**config.mk**
```make
export PLATFORM = sky130hd
export DESIGN_NAME = spec_load_queue
export DESIGN_NICKNAME = d
export VERILOG_FILES = /design/src/rtl/lq_pkg.sv /design/src/rtl/lq_ptrs.sv /design/src/rtl/lq_entries.sv /design/src/rtl/lq_commit.sv /design/src/rtl/spec_load_queue.sv
export SDC_FILE = /design/constraint.sdc
export NUM_CORES = 2
export LEC_CHECK = 0
export ABC_AREA = 0
export BUFFER_PORTS_ARGS = -buffer_cell sky130_fd_sc_hd__buf_4
export CAP_MARGIN = 20
export CORE_ASPECT_RATIO = 1.5
export CORE_MARGIN = 3
export CORE_UTILIZATION = 30
export CTS_BUF_LIST = sky130_fd_sc_hd__clkbuf_4 sky130_fd_sc_hd__clkbuf_8 sky130_fd_sc_hd__clkbuf_16
export CTS_CLUSTER_DIAMETER = 60
export DETAILED_ROUTE_END_ITERATION = 6
export GPL_TIMING_DRIVEN = 1
export PLACE_DENSITY = 0.52
export SLEW_MARGIN = 10
export SYNTH_ARGS = -nofsm -noshare
export SYNTH_HDL_FRONTEND = slang
export SYNTH_SLANG_ARGS = --single-unit
```
**constraint.sdc**
```tcl
create_clock -name clk_i -period 6.8 [get_ports clk_i]
set_clock_uncertainty 0.2 [all_clocks]
set_input_delay 0.34 -clock clk_i [delete_from_list [all_inputs] [get_ports clk_i]]
set_output_delay 0.34 -clock clk_i [all_outputs]
set_load 0.01 [all_outputs]
```
**src/rtl/lq_pkg.sv**
```systemverilog
package lq_pkg;
  typedef struct packed {
    logic valid;
    logic done;
    logic trap;
  } lq_flags_t;

  typedef enum logic [1:0] {
    CMT_IDLE   = 2'd0,
    CMT_RETIRE = 2'd1,
    CMT_FLUSH  = 2'd2
  } lq_cmt_e;
endpackage

```
**src/rtl/lq_ptrs.sv**
```systemverilog
module lq_ptrs #(
  parameter int DEPTH = 32,
  parameter int PTR_W = 5,
  parameter int CNT_W = 6
) (
  input  logic             clk_i,
  input  logic             rst_ni,
  input  logic             push_i,
  input  logic             pop_i,
  input  logic             flush_i,
  output logic [PTR_W-1:0] head_o,
  output logic [PTR_W-1:0] tail_o,
  output logic [CNT_W-1:0] count_o,
  output logic             full_o
);
  logic [PTR_W-1:0] head_q, tail_q;
  logic [CNT_W-1:0] count_q;

  always_ff @(posedge clk_i or negedge rst_ni) begin
    if (!rst_ni) begin
      head_q  <= '0;
      tail_q  <= '0;
      count_q <= '0;
    end else if (flush_i) begin
      head_q  <= '0;
      tail_q  <= '0;
      count_q <= '0;
    end else begin
      if (push_i) tail_q <= tail_q + 1'b1;
      if (pop_i)  head_q <= head_q + 1'b1;
      case ({push_i, pop_i})
        2'b10:   count_q <= count_q + 1'b1;
        2'b01:   count_q <= count_q - 1'b1;
        default: count_q <= count_q;
      endcase
    end
  end

  assign head_o  = head_q;
  assign tail_o  = tail_q;
  assign count_o = count_q;
  assign full_o  = (count_q == CNT_W'(DEPTH));
endmodule

```
**src/rtl/lq_entries.sv**
```systemverilog
module lq_entries
  import lq_pkg::*;
#(
  parameter int DEPTH  = 32,
  parameter int ADDR_W = 32,
  parameter int PC_W   = 32,
  parameter int AGE_W  = 8,
  parameter int PTR_W  = 5
) (
  input  logic              clk_i,
  input  logic              rst_ni,
  input  logic              flush_i,
  input  logic              alloc_we_i,
  input  logic [PTR_W-1:0]  alloc_idx_i,
  input  logic [AGE_W-1:0]  alloc_age_i,
  input  logic [PC_W-1:0]   alloc_pc_i,
  input  logic              exec_we_i,
  input  logic [PTR_W-1:0]  exec_idx_i,
  input  logic [ADDR_W-1:0] exec_addr_i,
  input  logic              st_valid_i,
  input  logic [ADDR_W-1:0] st_addr_i,
  input  logic [AGE_W-1:0]  st_age_i,
  input  logic              retire_we_i,
  input  logic [PTR_W-1:0]  retire_idx_i,
  output lq_flags_t         flags_o [DEPTH],
  output logic [PC_W-1:0]   pc_o    [DEPTH],
  output logic [DEPTH-1:0]  hit_o
);
  for (genvar g = 0; g < DEPTH; g++) begin : g_ent
    lq_flags_t         flags_q;
    logic [AGE_W-1:0]  age_q;
    logic [PC_W-1:0]   pc_q;
    logic [ADDR_W-1:0] addr_q;
    logic              exec_here, eff_done, younger;
    logic [ADDR_W-1:0] eff_addr;
    logic [AGE_W-1:0]  age_diff;

    assign exec_here = exec_we_i && (exec_idx_i == PTR_W'(g)) && flags_q.valid;
    assign eff_done  = flags_q.done || exec_here;
    assign eff_addr  = exec_here ? exec_addr_i : addr_q;
    // modular age distance: younger when nonzero and in the lower half
    assign age_diff  = age_q - st_age_i;
    assign younger   = (age_diff != '0) && !age_diff[AGE_W-1];
    assign hit_o[g]  = st_valid_i && flags_q.valid && eff_done &&
                       (eff_addr == st_addr_i) && younger;

    always_ff @(posedge clk_i or negedge rst_ni) begin
      if (!rst_ni) begin
        flags_q <= '0;
      end else if (flush_i) begin
        flags_q <= '0;
      end else if (alloc_we_i && alloc_idx_i == PTR_W'(g)) begin
        flags_q <= '{valid: 1'b1, done: 1'b0, trap: 1'b0};
      end else begin
        if (retire_we_i && retire_idx_i == PTR_W'(g)) flags_q.valid <= 1'b0;
        if (exec_here) flags_q.done <= 1'b1;
        if (hit_o[g])  flags_q.trap <= 1'b1;
      end
    end

    always_ff @(posedge clk_i) begin
      if (alloc_we_i && alloc_idx_i == PTR_W'(g)) begin
        age_q <= alloc_age_i;
        pc_q  <= alloc_pc_i;
      end
      if (exec_here) addr_q <= exec_addr_i;
    end

    assign flags_o[g] = flags_q;
    assign pc_o[g]    = pc_q;
  end
endmodule

```
**src/rtl/lq_commit.sv**
```systemverilog
module lq_commit
  import lq_pkg::*;
(
  input  logic      req_i,
  input  logic      empty_i,
  input  lq_flags_t head_i,
  input  logic      head_hit_i,
  output lq_cmt_e   act_o
);
  always_comb begin
    act_o = CMT_IDLE;
    if (req_i && !empty_i && head_i.valid && head_i.done) begin
      act_o = (head_i.trap || head_hit_i) ? CMT_FLUSH : CMT_RETIRE;
    end
  end
endmodule

```
**src/rtl/spec_load_queue.sv**
```systemverilog
module spec_load_queue
  import lq_pkg::*;
#(
  parameter int DEPTH  = 32,
  parameter int ADDR_W = 32,
  parameter int PC_W   = 32,
  parameter int AGE_W  = 8,
  localparam int PTR_W = $clog2(DEPTH),
  localparam int CNT_W = PTR_W + 1
) (
  input  logic              clk_i,
  input  logic              rst_ni,
  input  logic              alloc_valid_i,
  input  logic [AGE_W-1:0]  alloc_age_i,
  input  logic [PC_W-1:0]   alloc_pc_i,
  output logic              alloc_ready_o,
  output logic [PTR_W-1:0]  alloc_idx_o,
  input  logic              exec_valid_i,
  input  logic [PTR_W-1:0]  exec_idx_i,
  input  logic [ADDR_W-1:0] exec_addr_i,
  input  logic              st_commit_valid_i,
  input  logic [ADDR_W-1:0] st_commit_addr_i,
  input  logic [AGE_W-1:0]  st_commit_age_i,
  input  logic              ld_commit_req_i,
  output logic              ld_commit_ok_o,
  output logic              flush_o,
  output logic [PC_W-1:0]   flush_pc_o
);
  logic [PTR_W-1:0] head, tail;
  logic [CNT_W-1:0] lq_count;
  logic             full, alloc_fire, retire, flush;
  lq_flags_t        flags [DEPTH];
  logic [PC_W-1:0]  pcs   [DEPTH];
  logic [DEPTH-1:0] hits;
  lq_cmt_e          act;

  assign alloc_fire = alloc_valid_i && !full && !flush;
  assign retire     = (act == CMT_RETIRE);
  assign flush      = (act == CMT_FLUSH);

  lq_ptrs #(.DEPTH(DEPTH), .PTR_W(PTR_W), .CNT_W(CNT_W)) u_ptrs (
    .clk_i   (clk_i),
    .rst_ni  (rst_ni),
    .push_i  (alloc_fire),
    .pop_i   (retire),
    .flush_i (flush),
    .head_o  (head),
    .tail_o  (tail),
    .count_o (lq_count),
    .full_o  (full)
  );

  lq_entries #(
    .DEPTH(DEPTH), .ADDR_W(ADDR_W), .PC_W(PC_W), .AGE_W(AGE_W), .PTR_W(PTR_W)
  ) u_ent (
    .clk_i        (clk_i),
    .rst_ni       (rst_ni),
    .flush_i      (flush),
    .alloc_we_i   (alloc_fire),
    .alloc_idx_i  (tail),
    .alloc_age_i  (alloc_age_i),
    .alloc_pc_i   (alloc_pc_i),
    .exec_we_i    (exec_valid_i),
    .exec_idx_i   (exec_idx_i),
    .exec_addr_i  (exec_addr_i),
    .st_valid_i   (st_commit_valid_i),
    .st_addr_i    (st_commit_addr_i),
    .st_age_i     (st_commit_age_i),
    .retire_we_i  (retire),
    .retire_idx_i (head),
    .flags_o      (flags),
    .pc_o         (pcs),
    .hit_o        (hits)
  );

  lq_commit u_cmt (
    .req_i      (ld_commit_req_i),
    .empty_i    (lq_count == '0),
    .head_i     (flags[head]),
    .head_hit_i (hits[head]),
    .act_o      (act)
  );

  assign alloc_ready_o  = !full;
  assign alloc_idx_o    = tail;
  assign ld_commit_ok_o = retire;
  assign flush_o        = flush;
  assign flush_pc_o     = pcs[head];
endmodule

```
==> flow_summary.ini <==
[run_status]
status = complete, but fails checks
failed_checks = design-rule violations, negative setup slack

[die]
die_area_um2 = 391000
core-area_um2 = 381000
rows = 277
fp.dieW_um = 511
die_y_um = 764
io_pins = 163
start_util = 0.302

[routing]
viasPerCell = 5.97
top_layer_used = met5
dr_wl_met3_um = 57800
post-route-drc-count = 12
wl_met2_um = 329000
antenna_left = 0
num_vias = 101000
m1WireLength_um = 252000
drt-initial-drc-count = 13500
routedWlPerCell_um = 42.7
drt_first_pass_iters = 7
wirelength_um = 724000

[placed_design]
place_inst = 16300
dp_hpwl_um = 534000
gp_congestion = 1.14
dp_slack_ns = -0.162
portBuffers = 162
placement.cell_area_um2 = 131000

[finish]
fin_nets = 12000
design_area_um2 = 141000
final_util = 0.372
drive_above_1_share = 0.213
fin_cells = 16900
syn_to_final_growth_pct = 23.1

[critical_path]
endpoint_kind = output pin
critPathKind = input pin to output pin
critPathMaxFanout = 16
crit_arrival_ns = 6.29
cp.required_ns = 6.26
cp-start-kind = input pin

[synth]
synth_fp_nets = 11000
synth-seq-cells = 2416
synth_ff_type = edfxtp_1
ys_warn_count = 0
syn_avg_cell_area_um2 = 10.8
netlist_instances = 10600
async_flop_share = 0.0464
ys_seq_area_frac = 0.537
synthesis.area_um2 = 115000
synth_edf_count = 1280
yosysUniqueCellTypes = 104

[cts]
cts_buffers = 271
clock_sinks = 2416
cts_tree = done
ctsLongestPathBuffers = 4
cts_max_level = 5
cts-root-buf = clkbuf_16
path_clk_slew_ns = 0.06
clock_latency_ns = 0.97
cts_setup_buffers = 0

[power_and_ir_drop]
leakage_nw = 54.4
vdd_ir_drop_max_mv = 0.308
power.density_nw_per_um2 = 335

[flow_run]
maxCapViolations = 0

[global_route]
first_global_vias = 96300
antenna_found_initial = 138
track_usage = 0.360
grt_pass1_wl_um = 935000
grt_overflow = 0
grt_start_max_net_pins = 135

[timing]
slew_headroom = 0.193
clock.fmax_ghz = 0.146
worst_slack_ns = -0.0282
fin_crit_sh = 1.00
grt_setup_unrepaired = no
finalCriticalPeriod_ns = 6.83
maxSlewViolCount = 0
final_hold_viol_count = 0
tightestPinTransition_ns = 1.21
setup_viol = 1
worst_hold_slack_ns = 0.0813

[worst_hold_path]
hold_path_class = input pin to flop
[logic make-up after synthesis]
kind of cell / count (synthesis) / synth area share
multiplexers: 544 / 0.0855
buffers and inverters: 1148 / 0.0394
AND/OR/NAND/NOR: 3894 / 0.160
flip-flops: 2416 / 0.537
XOR/XNOR: 484 / 0.0369
adder cells (fa/ha/maj): 273 / 0.0319
AO/OA/AOI/OAI: 1886 / 0.110
[critical path: stages]
cell and delay [ns]:
dlygate4sd3_1 0.57, buf_4 0.21, and4bb_2 0.43, buf_4 0.37
nand2_1 0.35, buf_4 0.28, mux2_2 0.28, a222oi_1 0.44
o2111ai_2 0.43, buf_4 0.28, a2111oi_2 0.43, buf_4 0.19
nand4_1 0.09, o41ai_1 0.11, a32o_2 0.27, o31ai_4 0.10
buf_4 0.21, a21o_2 0.23, inv_6 0.10, buf_4 0.23
buf_4 0.27
[flip-flops by register name, indices dropped and copies added (netlist names)]
register            cells
u_ent.g_ent.age_q     256
u_ptrs.count_o          6
u_ptrs.head_o           5
u_ptrs.tail_o           5
u_ent.g_ent.addr_q   1024
u_ent.flags_o          96
u_ent.g_ent.pc_q     1024
[cell usage after synthesis (73+ instances only)]
cell type,number,share of area
mux2_2,153,0.015
edfxtp_1,1280,0.33
nand4_1,177,0.0096
buf_1,104,0.0034
o2111ai_1,91,0.0069
dfxtp_1,1024,0.18
nand2_1,1989,0.065
inv_1,386,0.013
o21ai_0,615,0.027
xnor2_1,230,0.018
xor2_1,254,0.019
nor3_1,210,0.0091
nor2_1,350,0.011
mux4_2,335,0.066
dfrtp_1,112,0.024
ha_1,240,0.026
nand3_1,246,0.011
clkbuf_1,528,0.017
nand2b_1,194,0.011
nor4_1,211,0.011
buf_2,105,0.0046
o22ai_1,193,0.011
nor2b_1,212,0.012
a2111oi_0,73,0.0056
a21oi_1,252,0.011
[power breakdown]
| part | switching [W] | internal, W | leakage [nW] | total (W) |
|---|---|---|---|---|
| sequential | 0.00163 | 0.0172 | 21.4 | 0.0189 |
| clock | 0.00650 | 0.00875 | 4.48 | 0.0153 |
| combinational | 0.00810 | 0.00512 | 28.6 | 0.0132 |
| total | 0.0162 | 0.0311 | 54.4 | 0.0473 |
[what timing repair did]
| item | in CTS | in global routing |
|---|---|---|
| resized for setup | 5 | 8 |
| cloned | 0 | 0 |
| hold buffers | 89 | 0 |
| endpoints found under the hold margin | 1795 | 0 |
| endpoints found under the setup margin | 2 | 2 |
| pin swaps | 0 | 3 |
[layout make-up]
cell class                      count  area [µm²]
Fill cell                       37700      239000
Sequential cell                  2416       61800
Multi-Input combinational cell   7081       49300
Timing Repair Buffer             1460       13300
Clock buffer                      355        7670
Tap cell                         5022        6280
Inverter                          397        1500
Clock inverter                    119        1340
Antenna cell                       85         213
[cell usage in the layout (no fill, tap or decap), types with 193 or more instances in the layout]
master	count
ha_1	240
xnor2_1	228
dfxtp_1	1024
nand3_1	242
buf_4	1198
nor4_1	200
xor2_1	243
edfxtp_1	1280
clkbuf_16	276
mux4_2	335
nand2b_1	194
o22ai_1	193
o21ai_0	615
nand2_1	1989
inv_1	360
a21oi_1	252
nor2_1	305
nor3_1	205
[per-stage QoR]
step	total power, W	setup TNS [ns]
2_1_floorplan	0.0254	0
3_3_place_gp	0.0319	-1048.51
3_5_place_dp	0.0319	-0.162
4_1_cts	0.0472	0
5_1_grt	0.0487	0
6_report	0.0473	-0.0282
[per-layer routing]
| layer | up-vias | track usage |
|---|---|---|
| li1 | 41000 | - |
| met1 | 51000 | 0.393 |
| met2 | 6475 | 0.573 |
| met3 | 2645 | 0.0810 |
| met4 | 38 | 0.350 |
| met5 | - | 0 |
[path summary, 6_finish.rpt]
kind,cells after the start,endpoint,start,slack (ns)
setup / recovery,21,flush_o,exec_idx_i[1],-0.03
hold / removal,4,u_ent.g_ent[6].addr_q[1],exec_idx_i[2],0.08
setup reg to reg,25,u_ptrs.count_o[5],u_ent.flags_o[2],0.16
hold reg to reg,2,u_ent.g_ent[28].addr_q[31],u_ent.g_ent[28].addr_q[31],0.25
max in group asynchronous,4,u_ptrs.head_o[0],rst_ni,5.00
min in group asynchronous,4,u_ent.flags_o[18],rst_ni,0.51
(Power assumes the default switching activity.)
